`src/rtl/aln_pkg.sv`:
```
package aln_pkg;
  localparam logic [7:0] FRAME_MARK = 8'hFC;
  localparam logic [7:0] MF_MARK    = 8'h7C;
endpackage

```
`src/rtl/aln_pos_tracker.sv`:
```
module aln_pos_tracker #(
  parameter int F_MAX = 16,
  parameter int K_MAX = 32,
  localparam int FPW = $clog2(F_MAX),
  localparam int KPW = $clog2(K_MAX)
) (
  input  logic           clk,
  input  logic           rst,
  input  logic           data_start,
  input  logic           in_valid,
  input  logic [FPW-1:0] cfg_frame_m1,
  input  logic [KPW-1:0] cfg_mf_m1,
  output logic           accept,
  output logic           at_eof,
  output logic           at_eom
);
  logic           active_q;
  logic [FPW-1:0] opos_q;
  logic [KPW-1:0] fpos_q;

  assign accept = in_valid && active_q && !data_start;
  assign at_eof = (opos_q == cfg_frame_m1);
  assign at_eom = at_eof && (fpos_q == cfg_mf_m1);

  always_ff @(posedge clk) begin
    if (rst) begin
      active_q <= 1'b0;
      opos_q   <= '0;
      fpos_q   <= '0;
    end else if (data_start) begin
      active_q <= 1'b1;
      opos_q   <= '0;
      fpos_q   <= '0;
    end else if (accept) begin
      if (at_eof) begin
        opos_q <= '0;
        fpos_q <= at_eom ? '0 : fpos_q + 1'b1;
      end else begin
        opos_q <= opos_q + 1'b1;
      end
    end
  end
endmodule

```
`src/rtl/aln_restore.sv`:
```
module aln_restore
  import aln_pkg::*;
(
  input  logic       clk,
  input  logic       rst,
  input  logic       data_start,
  input  logic       accept,
  input  logic       at_eof,
  input  logic       at_eom,
  input  logic       scrambled,
  input  logic [7:0] in_octet,
  input  logic       in_is_k,
  output logic [7:0] rest_octet,
  output logic       rest_k,
  output logic       misplaced
);
  logic [7:0] last_q;
  logic       is_fm, is_mm, legal;

  assign is_fm     = in_is_k && (in_octet == FRAME_MARK);
  assign is_mm     = in_is_k && (in_octet == MF_MARK);
  assign legal     = (is_fm && at_eof) || (is_mm && at_eom);
  assign misplaced = accept && ((is_fm && !at_eof) || (is_mm && !at_eom));

  always_comb begin
    rest_octet = in_octet;
    rest_k     = in_is_k;
    if (legal) begin
      rest_k = 1'b0;
      if (!scrambled) rest_octet = last_q;
    end
  end

  always_ff @(posedge clk) begin
    if (rst || data_start) last_q <= '0;
    else if (accept && at_eof) last_q <= rest_octet;
  end
endmodule

```
`src/rtl/aln_sync_timer.sv`:
```
module aln_sync_timer #(
  parameter int SYNC_FRAMES = 5,
  parameter int ERR_W = 8,
  localparam int HW = $clog2(SYNC_FRAMES + 1)
) (
  input  logic             clk,
  input  logic             rst,
  input  logic             misplaced,
  input  logic             frame_end,
  output logic             sync_n,
  output logic [ERR_W-1:0] err_count
);
  logic [HW-1:0] hold_q;

  always_ff @(posedge clk) begin
    if (rst) begin
      hold_q <= '0;
      sync_n <= 1'b1;
    end else if (misplaced) begin
      hold_q <= HW'(SYNC_FRAMES);
      sync_n <= 1'b0;
    end else if (frame_end && hold_q != '0) begin
      hold_q <= hold_q - 1'b1;
      if (hold_q == HW'(1)) sync_n <= 1'b1;
    end
  end

  always_ff @(posedge clk) begin
    if (rst) err_count <= '0;
    else if (misplaced && err_count != '1) err_count <= err_count + 1'b1;
  end
endmodule

```
`src/rtl/aln_monitor.sv`:
```
module aln_monitor #(
  parameter int F_MAX = 16,
  parameter int K_MAX = 32,
  parameter int SYNC_FRAMES = 5,
  parameter int ERR_W = 8,
  localparam int FPW = $clog2(F_MAX),
  localparam int KPW = $clog2(K_MAX)
) (
  input  logic             clk,
  input  logic             rst,
  input  logic             data_start,
  input  logic             in_valid,
  input  logic [7:0]       in_octet,
  input  logic             in_is_k,
  input  logic             scrambled,
  input  logic [FPW-1:0]   cfg_frame_m1,
  input  logic [KPW-1:0]   cfg_mf_m1,
  output logic             out_valid,
  output logic [7:0]       out_octet,
  output logic             out_k,
  output logic             out_err,
  output logic             sync_n,
  output logic [ERR_W-1:0] err_count
);
  logic       accept, at_eof, at_eom, acc_eof;
  logic [7:0] rest_octet;
  logic       rest_k, misplaced;

  assign acc_eof = accept && at_eof;

  aln_pos_tracker #(.F_MAX(F_MAX), .K_MAX(K_MAX)) u_trk (
    .clk(clk), .rst(rst), .data_start(data_start), .in_valid(in_valid),
    .cfg_frame_m1(cfg_frame_m1), .cfg_mf_m1(cfg_mf_m1),
    .accept(accept), .at_eof(at_eof), .at_eom(at_eom)
  );

  aln_restore u_rst (
    .clk(clk), .rst(rst), .data_start(data_start), .accept(accept),
    .at_eof(at_eof), .at_eom(at_eom), .scrambled(scrambled),
    .in_octet(in_octet), .in_is_k(in_is_k),
    .rest_octet(rest_octet), .rest_k(rest_k), .misplaced(misplaced)
  );

  aln_sync_timer #(.SYNC_FRAMES(SYNC_FRAMES), .ERR_W(ERR_W)) u_tmr (
    .clk(clk), .rst(rst), .misplaced(misplaced), .frame_end(acc_eof),
    .sync_n(sync_n), .err_count(err_count)
  );

  always_ff @(posedge clk) begin
    if (rst) begin
      out_valid <= 1'b0;
      out_octet <= '0;
      out_k     <= 1'b0;
      out_err   <= 1'b0;
    end else begin
      out_valid <= accept;
      out_err   <= misplaced;
      if (accept) begin
        out_octet <= rest_octet;
        out_k     <= rest_k;
      end
    end
  end
endmodule

```
`config.mk`:
```
export PLATFORM = sky130hd
export DESIGN_NAME = aln_monitor
export DESIGN_NICKNAME = d
export VERILOG_FILES = /design/src/rtl/aln_pkg.sv /design/src/rtl/aln_pos_tracker.sv /design/src/rtl/aln_restore.sv /design/src/rtl/aln_sync_timer.sv /design/src/rtl/aln_monitor.sv
export SDC_FILE = /design/constraint.sdc
export NUM_CORES = 1
export LEC_CHECK = 0
export ABC_CLOCK_PERIOD_IN_PS = 5500
export BUFFER_PORTS_ARGS = -buffer_cell sky130_fd_sc_hd__buf_2
export CORE_MARGIN = 1.5
export CORE_UTILIZATION = 40
export DETAILED_ROUTE_END_ITERATION = 10
export PLACE_DENSITY = 0.62
export SYNTH_ARGS = -nofsm -noshare
export SYNTH_HDL_FRONTEND = slang
export SYNTH_SLANG_ARGS = --single-unit
export TNS_END_PERCENT = 20
```
`constraint.sdc`:
```
create_clock -name clk -period 5.5 [get_ports clk]
set_clock_uncertainty 0.1 [all_clocks]
set_input_delay 0.55 -clock clk [delete_from_list [all_inputs] [get_ports clk]]
set_output_delay 0.55 -clock clk [all_outputs]
set_load 0.01 [all_outputs]
```
==> results of run 1 <==
[how the worst max path moves through the flow]
stage / depth (start not counted) / endpoint
after floorplan: 6 / u_tmr.err_count[3]$_SDFFE_PP0P_
after global placement: 6 / u_tmr.err_count[3]$_SDFFE_PP0P_
after detailed placement: 6 / u_rst.last_q[2]$_SDFFE_PP0P_
after CTS: 5 / u_rst.last_q[2]$_SDFFE_PP0P_
after global routing: 5 / u_rst.last_q[0]$_SDFFE_PP0P_
final: 5 / u_rst.last_q[2]$_SDFFE_PP0P_
[power groups by stage]
stage	Combinational, mW	Clock (mW)	Sequential, mW
floorplan	0.0229	0	0.310
global placement	0.0428	0	0.309
detailed placement	0.0431	0	0.309
CTS	0.0431	0.261	0.302
global route	0.0481	0.275	0.302
finish	0.0429	0.253	0.302
[through the flow]
stage	power, mW	setup WS [ns]	cell area, µm²
6_report	0.598	3.08	2420
5_1_grt	0.625	2.80	2420
4_1_cts	0.606	3.07	2420
3_5_place_dp	0.352	2.84	2310
3_3_place_gp	0.352	2.89	2310
2_1_floorplan	0.333	3.22	2040
[worst min-delay path, delay by kind of cell, from the launching register on]
kind               cells  cell delay [ns]
AOI/OAI and AO/OA      1             0.05
DFF                    1             0.31
and+or+nand+nor        1             0.05
[synthesized netlist by cell type, types with 6 or more instances]
cell      count
ha_1          6
nor2b_1       6
a211oi_1      6
o21ai_0       6
nor3_1        7
nor2_1       26
dfxtp_1      41
a21oi_1      13
nand2_1      29
xnor2_1      11
o31ai_1       6
and2_1        7
nand3_1      13
clkbuf_1      6
mux2i_1       7
[cell families after synthesis]
group	after synthesis	synth area share [%]
multiplexers	12	6.38
AO/OA/AOI/OAI	45	14.7
AND/OR/NAND/NOR	106	25.9
flip-flops	41	40.2
XOR/XNOR	16	6.87
buffers and inverters	12	2.21
adder cells (fa/ha/maj)	6	3.68
[flip-flops by register name (all words and copies together), names as in the netlist]
| signal | flops |
|---|---|
| out_k | 1 |
| u_tmr.err_count | 8 |
| u_tmr.sync_n | 1 |
| u_trk.opos_q | 4 |
| out_octet | 8 |
| out_valid | 1 |
| u_rst.last_q | 8 |
| u_trk.active_q | 1 |
| u_tmr.hold_q | 3 |
| out_err | 1 |
| u_trk.fpos_q | 5 |
[layer usage]
metal / wire, µm / up-vias / track usage [%] / share of wire [%]
li1: - / 928 / - / -
met1: 2260 / 827 / 24.2 / 49
met2: 2050 / 36 / 30.0 / 45
met3: 182 / 8 / 5.42 / 4.0
met4: 89 / 0 / 7.88 / 1.9
met5: 0 / - / 0 / 0
[cell type report]
| class | instances | area share (%) |
|---|---|---|
| multi-input cells | 185 | 48.5 |
| flip-flops and latches | 41 | 33.8 |
| repair buffers | 42 | 8.67 |
| clock buffers | 7 | 3.56 |
| well taps | 67 | 3.46 |
| clock inverters | 1 | 1.24 |
| inverters | 5 | 0.774 |
[placed cells by master (no fill, tap or decap), types with 2 or more instances in the layout]
cell type and n:
a2111oi_0 3, a211oi_1 6, a21boi_0 2, a21oi_1 13, and2_1 7, and3_1 5, and4_1 2, buf_2 42
clkbuf_8 6, dfxtp_1 41, ha_1 6, inv_1 5, mux2_2 4, mux2i_1 7, nand2_1 29, nand3_1 13
nand4_1 4, nor2_1 26, nor2b_1 6, nor3_1 7, o21ai_0 6, o311ai_0 2, o31ai_1 6, or3_1 2
xnor2_1 11, xor2_1 5
==> flow_summary.yaml, run 1 <==
outcome:
  status: "completed"
critical_path:
  crit_required_ns: 5.63
  max_stage_delay_ns: 0.75
  critPathMaxFanout: 15
  cp_common_cell: "nand2_1"
  startpoint_type: "flip-flop"
  worstReg2RegStart: "u_trk.active_q$_SDFFE_PP0P_"
  path_buf_inv: 0
  rr_endpoint: "u_rst.last_q[2]$_SDFFE_PP0P_"
  crit_start: "u_trk.active_q$_SDFFE_PP0P_"
  rrSetupSlack_ns: 3.08
  crit_type: "flip-flop to flip-flop"
  rr_worst_depth: 5
  crit_family: "simple AND/OR/NAND/NOR gates"
  arrival_ns: 2.55
  path_cells: "nand2_1 -> nor2_1 -> nand2_1 -> a21oi_2 -> mux2i_1"
  end_kind: "flip-flop"
  cpMaxStageDelayCell: "nor2_1"
timing:
  hold_viol_final: 0
  maxSlewViolCount: 0
  relSlewSlack_pct: 27.5
  rsz0062_at_grt: "no"
  worst_pin_slew_ns: 1.08
  min_period_ns: 2.42
  tns_ns: 0
  fin_hold_ws_ns: 0.357
  max_freq_mhz: 414
  finalSetupViolations: 0
  finalCritPeriodShare_pct: 44.0
synthesis:
  synth_area_leaders: "dfxtp_1 40%, nand2_1 5.3%, nor2_1 4.8%, xnor2_1 4.7%, ha_1 3.7%"
  ys_ff_latch: 41
  synth_cell_types: 39
  yosys.area.top_type_share_pct: 40.2
  ys_warn_count: 0
  synthesis.area_mm2: 0.00204
  yosys.area.top_type: "dfxtp_1"
  syn_area_per_cell_um2: 8.57
  async_flop_share_pct: 0
  syn_inst: 238
  synth_top_flop_cell: "dfxtp_1"
  synth_nets: 267
  yosysSeqAreaShare_pct: 40.2
  synth_edf_count: 0
pwr:
  p_sw_share_pct: 22.5
  p_int_mw: 0.464
  power_frac_seq_pct: 50.5
  ir_drop_uv: 133
  power_leakage_nw: 0.954
  p_clk_share_pct: 42.3
  power_density_mw_per_mm2: 247
  power.switching_mw: 0.134
  pwr-share-comb_pct: 7.2
routing:
  dr.pass1.iters: 4
  antenna_left: 0
  vias: 1799
  totalWireLength_um: 4580
  wl_per_cell_um: 13.2
  drcViolationCount: 0
  routed_via_density: 5.17
  detail_route.iter0.violations: 77
worst_hold_path:
  hold_path_class: "flip-flop to flip-flop"
  hold_path_depth: 2
  whs_endpoint: "out_octet[4]$_SDFFE_PP0P_"
  hp-start: "out_octet[4]$_SDFFE_PP0P_"
global_routing:
  grt.overflow.total: 0
  grt_pass1_vias: 1718
  track_usage_pct: 18.9
  antenna_found_initial: 0
  grt_max_degree: 32
  grt_pass1_wl_um: 7930
clocking:
  cts_buffer_depth: 2
  cts_sinks: 41
  cts.reportedPaths.clkPinSlew_ns: 0.08
  cts-resized-gates: 0
  h-tree-depth: 2
  post-cts-setup-buffer-count: 0
  clock_latency_ns: 0.30
  cts_hold_buf: 0
  numCtsBuffers: 5
  clockRootBuffer: "clkbuf_8"
  cts_tree: "yes"
die:
  std_cell_rows: 25
  pin_count: 43
  die_y_um: 74.4
  fp.coreArea_mm2: 0.00482
  initial_utilization_pct: 42.4
  die_area_mm2: 0.00554
  fp.dieW_um: 74.4
final_layout:
  area_growth_syn_to_layout_pct: 18.8
  multi_input_area_mm2: 0.00117
  final_nets: 309
  instances_no_fill: 348
  fillCellCount: 493
  drive_gt1_share_pct: 20.6
  diodes: 0
  final_core_util_pct: 50.3
  seqCellArea_um2: 821
placed_design:
  place.gp.congestion: 0.755
  dp_hpwl_um: 3250
  port-buffer-count: 42
  dp.cells: 340
run:
  maxCapViolations: 0
No activity file was read; power rests on OpenSTA's default activity.
==> run 2: changes to the inputs <==
--- a/config.mk
+++ b/config.mk
@@ -5,7 +5,7 @@
 export SDC_FILE = /design/constraint.sdc
 export NUM_CORES = 1
 export LEC_CHECK = 0
-export ABC_CLOCK_PERIOD_IN_PS = 5500
+export ABC_CLOCK_PERIOD_IN_PS = 2300
 export BUFFER_PORTS_ARGS = -buffer_cell sky130_fd_sc_hd__buf_2
 export CORE_MARGIN = 1.5
 export CORE_UTILIZATION = 40
==> constraint.sdc (replaced) <==
create_clock -name clk -period 2.3 [get_ports clk]
set_clock_uncertainty 0.1 [all_clocks]
set_input_delay 0.23 -clock clk [delete_from_list [all_inputs] [get_ports clk]]
set_output_delay 0.23 -clock clk [all_outputs]
set_load 0.01 [all_outputs]
==> run 2 against run 1 <==
Hold slack worse by 0.29 ns. Register-to-register slack got worse by 3.0 ns. Critical path type unchanged. Global-route usage down 0.83 points. Critical path depth rose by 1. Core utilization up 3.0 points. Via count rose by 4.6%. Cell area is 6.0% higher. Critical endpoint is now u_tmr.err_count[3]$_SDFFE_PP0P_.
==> flow_summary.yaml, run 2 (synthesis results as in run 1) <==
worst_hold_path:
  hold_path_depth: 2
  hold_path_class: "input pin to flip-flop"
  whs_endpoint: "u_trk.fpos_q[0]$_SDFFE_PP0P_"
  hp-start: "data_start"
global_routing:
  track_usage_pct: 18.1
  grt_pass1_wl_um: 7710
  grt_max_degree: 19
  grt_pass1_vias: 1737
  antenna_found_initial: 0
  grt.overflow.total: 0
routing:
  drcViolationCount: 0
  dr.pass1.iters: 4
  wl_per_cell_um: 13.1
  met3_length_um: 130
  top_layer: "met4"
  totalWireLength_um: 4780
  detail_route.iter0.violations: 52
  vias: 1881
  antenna_left: 0
  wl_met1_um: 2300
  routed_via_density: 5.15
  wl_met2_um: 2310
die:
  die_y_um: 74.4
  fp.coreArea_mm2: 0.00482
  std_cell_rows: 25
  fp.dieW_um: 74.4
  die_area_mm2: 0.00554
  pin_count: 43
  initial_utilization_pct: 42.4
final_layout:
  diodes: 0
  area_growth_syn_to_layout_pct: 25.9
  layout_commonest_cell: "buf_2"
  drive_gt1_share_pct: 25.5
  layout_common_cells: "42 x buf_2, 41 x dfxtp_1, 29 x nand2_1"
  top_regs: "out_octet: 8 flops, u_rst.last_q: 8 flops, u_tmr.err_count: 8 flops"
  fillCellCount: 493
  final_nets: 326
clocking:
  clockRootBuffer: "clkbuf_8"
  cts_sinks: 41
  cts_buffer_depth: 2
  cts.reportedPaths.clkPinSlew_ns: 0.08
  clock_latency_ns: 0.29
  numCtsBuffers: 5
  h-tree-depth: 2
  cts_hold_buf: 0
  cts-resized-gates: 0
  cts_tree: "yes"
timing:
  tns_ns: 0
  fin_hold_ws_ns: 0.0668
  hold_viol_final: 0
  finalCritPeriodShare_pct: 95.5
  rsz0062_at_grt: "no"
  relSlewSlack_pct: 56.6
  finalSetupViolations: 0
  worst_pin_slew_ns: 0.652
  min_period_ns: 2.20
  maxSlewViolCount: 0
  max_freq_mhz: 455
critical_path:
  arrival_ns: 2.28
  critPathMaxFanout: 5
  end_kind: "flip-flop"
  rrSetupSlack_ns: 0.10
  worstReg2RegStart: "u_tmr.err_count[0]$_SDFFE_PP0P_"
  crit_required_ns: 2.38
  rr_endpoint: "u_tmr.err_count[3]$_SDFFE_PP0P_"
  startpoint_type: "flip-flop"
  rr_worst_depth: 6
  crit_type: "flip-flop to flip-flop"
pwr:
  power_frac_seq_pct: 47.8
  power.switching_mw: 0.319
  p_sw_share_pct: 21.1
  power_leakage_nw: 1.05
  p_int_mw: 1.19
  pwr-share-comb_pct: 7.4
  p_clk_share_pct: 44.8
  design_power_total_mw: 1.51
  ir_drop_uv: 392
  power_density_mw_per_mm2: 588
outcome:
  status: "completed"
run:
  maxCapViolations: 0
placed_design:
  dp_hpwl_um: 3600
  port-buffer-count: 42
  place.gp.congestion: 0.815
==> run 2: area by class of cell <==
type	instances	area [µm²]	area share [%]
clock buffer	5	68.8	2.68
clock inverter	3	65.1	2.53
inverter	5	18.8	0.730
multi-input combinational	185	1170	45.7
sequential	41	821	31.9
tap	67	83.8	3.26
timing repair buffer	59	338	13.1
==> run 2: power groups by stage <==
stage	clock network [mW]	registers [mW]	logic, mW
after floorplan	0	0.741	0.0547
after global placement	0	0.739	0.111
after detailed placement	0	0.739	0.112
after CTS	0.693	0.722	0.113
after global routing	0.718	0.723	0.124
final	0.678	0.722	0.112
==> run 2: through the flow <==
step / utilization (%) / std cells / cell area (µm²) / setup WS, ns
6_report: 53.4 / 365 / 2570 / 0.103
5_1_grt: 53.4 / 365 / 2570 / 0.0255
4_1_cts: 53.0 / 363 / 2550 / 0.0534
3_5_place_dp: 50.3 / 355 / 2420 / 0.0721
3_3_place_gp: 50.3 / 355 / 2420 / 0.0999
2_1_floorplan: - / 238 / 2040 / 0.0156
==> run 2: worst max path at each step <==
stage / from / end / slack [ns] / cells after the start
3_5_place_dp: u_tmr.err_count[0]$_SDFFE_PP0P_ / u_tmr.err_count[3]$_SDFFE_PP0P_ / 0.07 / 6
5_1_grt: u_tmr.err_count[0]$_SDFFE_PP0P_ / u_tmr.err_count[3]$_SDFFE_PP0P_ / 0.03 / 6
3_3_place_gp: u_tmr.err_count[0]$_SDFFE_PP0P_ / u_tmr.err_count[3]$_SDFFE_PP0P_ / 0.1 / 6
6_report: u_tmr.err_count[0]$_SDFFE_PP0P_ / u_tmr.err_count[3]$_SDFFE_PP0P_ / 0.10 / 6
2_1_floorplan: u_tmr.err_count[0]$_SDFFE_PP0P_ / u_tmr.err_count[3]$_SDFFE_PP0P_ / 0.02 / 6
4_1_cts: u_tmr.err_count[0]$_SDFFE_PP0P_ / u_tmr.err_count[3]$_SDFFE_PP0P_ / 0.05 / 6
==> run 2: critical path: stages, from the launching register on <==
cell,delay [ns]
dfxtp_1,0.34
ha_1,0.21
and3_1,0.19
a2111o_1,0.37
a21o_1,0.20
or3b_1,0.37
mux2_4,0.30
==> run 2: metal layers <==
layer / up-vias / track usage, %
met5: - / 0
met4: 0 / 4.85
met3: 5 / 3.66
met2: 28 / 31.4
met1: 888 / 22.8
li1: 960 / -
==> run 2: what timing repair did <==
item	CTS	global route
setup buffers	0	2
endpoints found under the setup margin	0	1
hold endpoints to repair	0	0
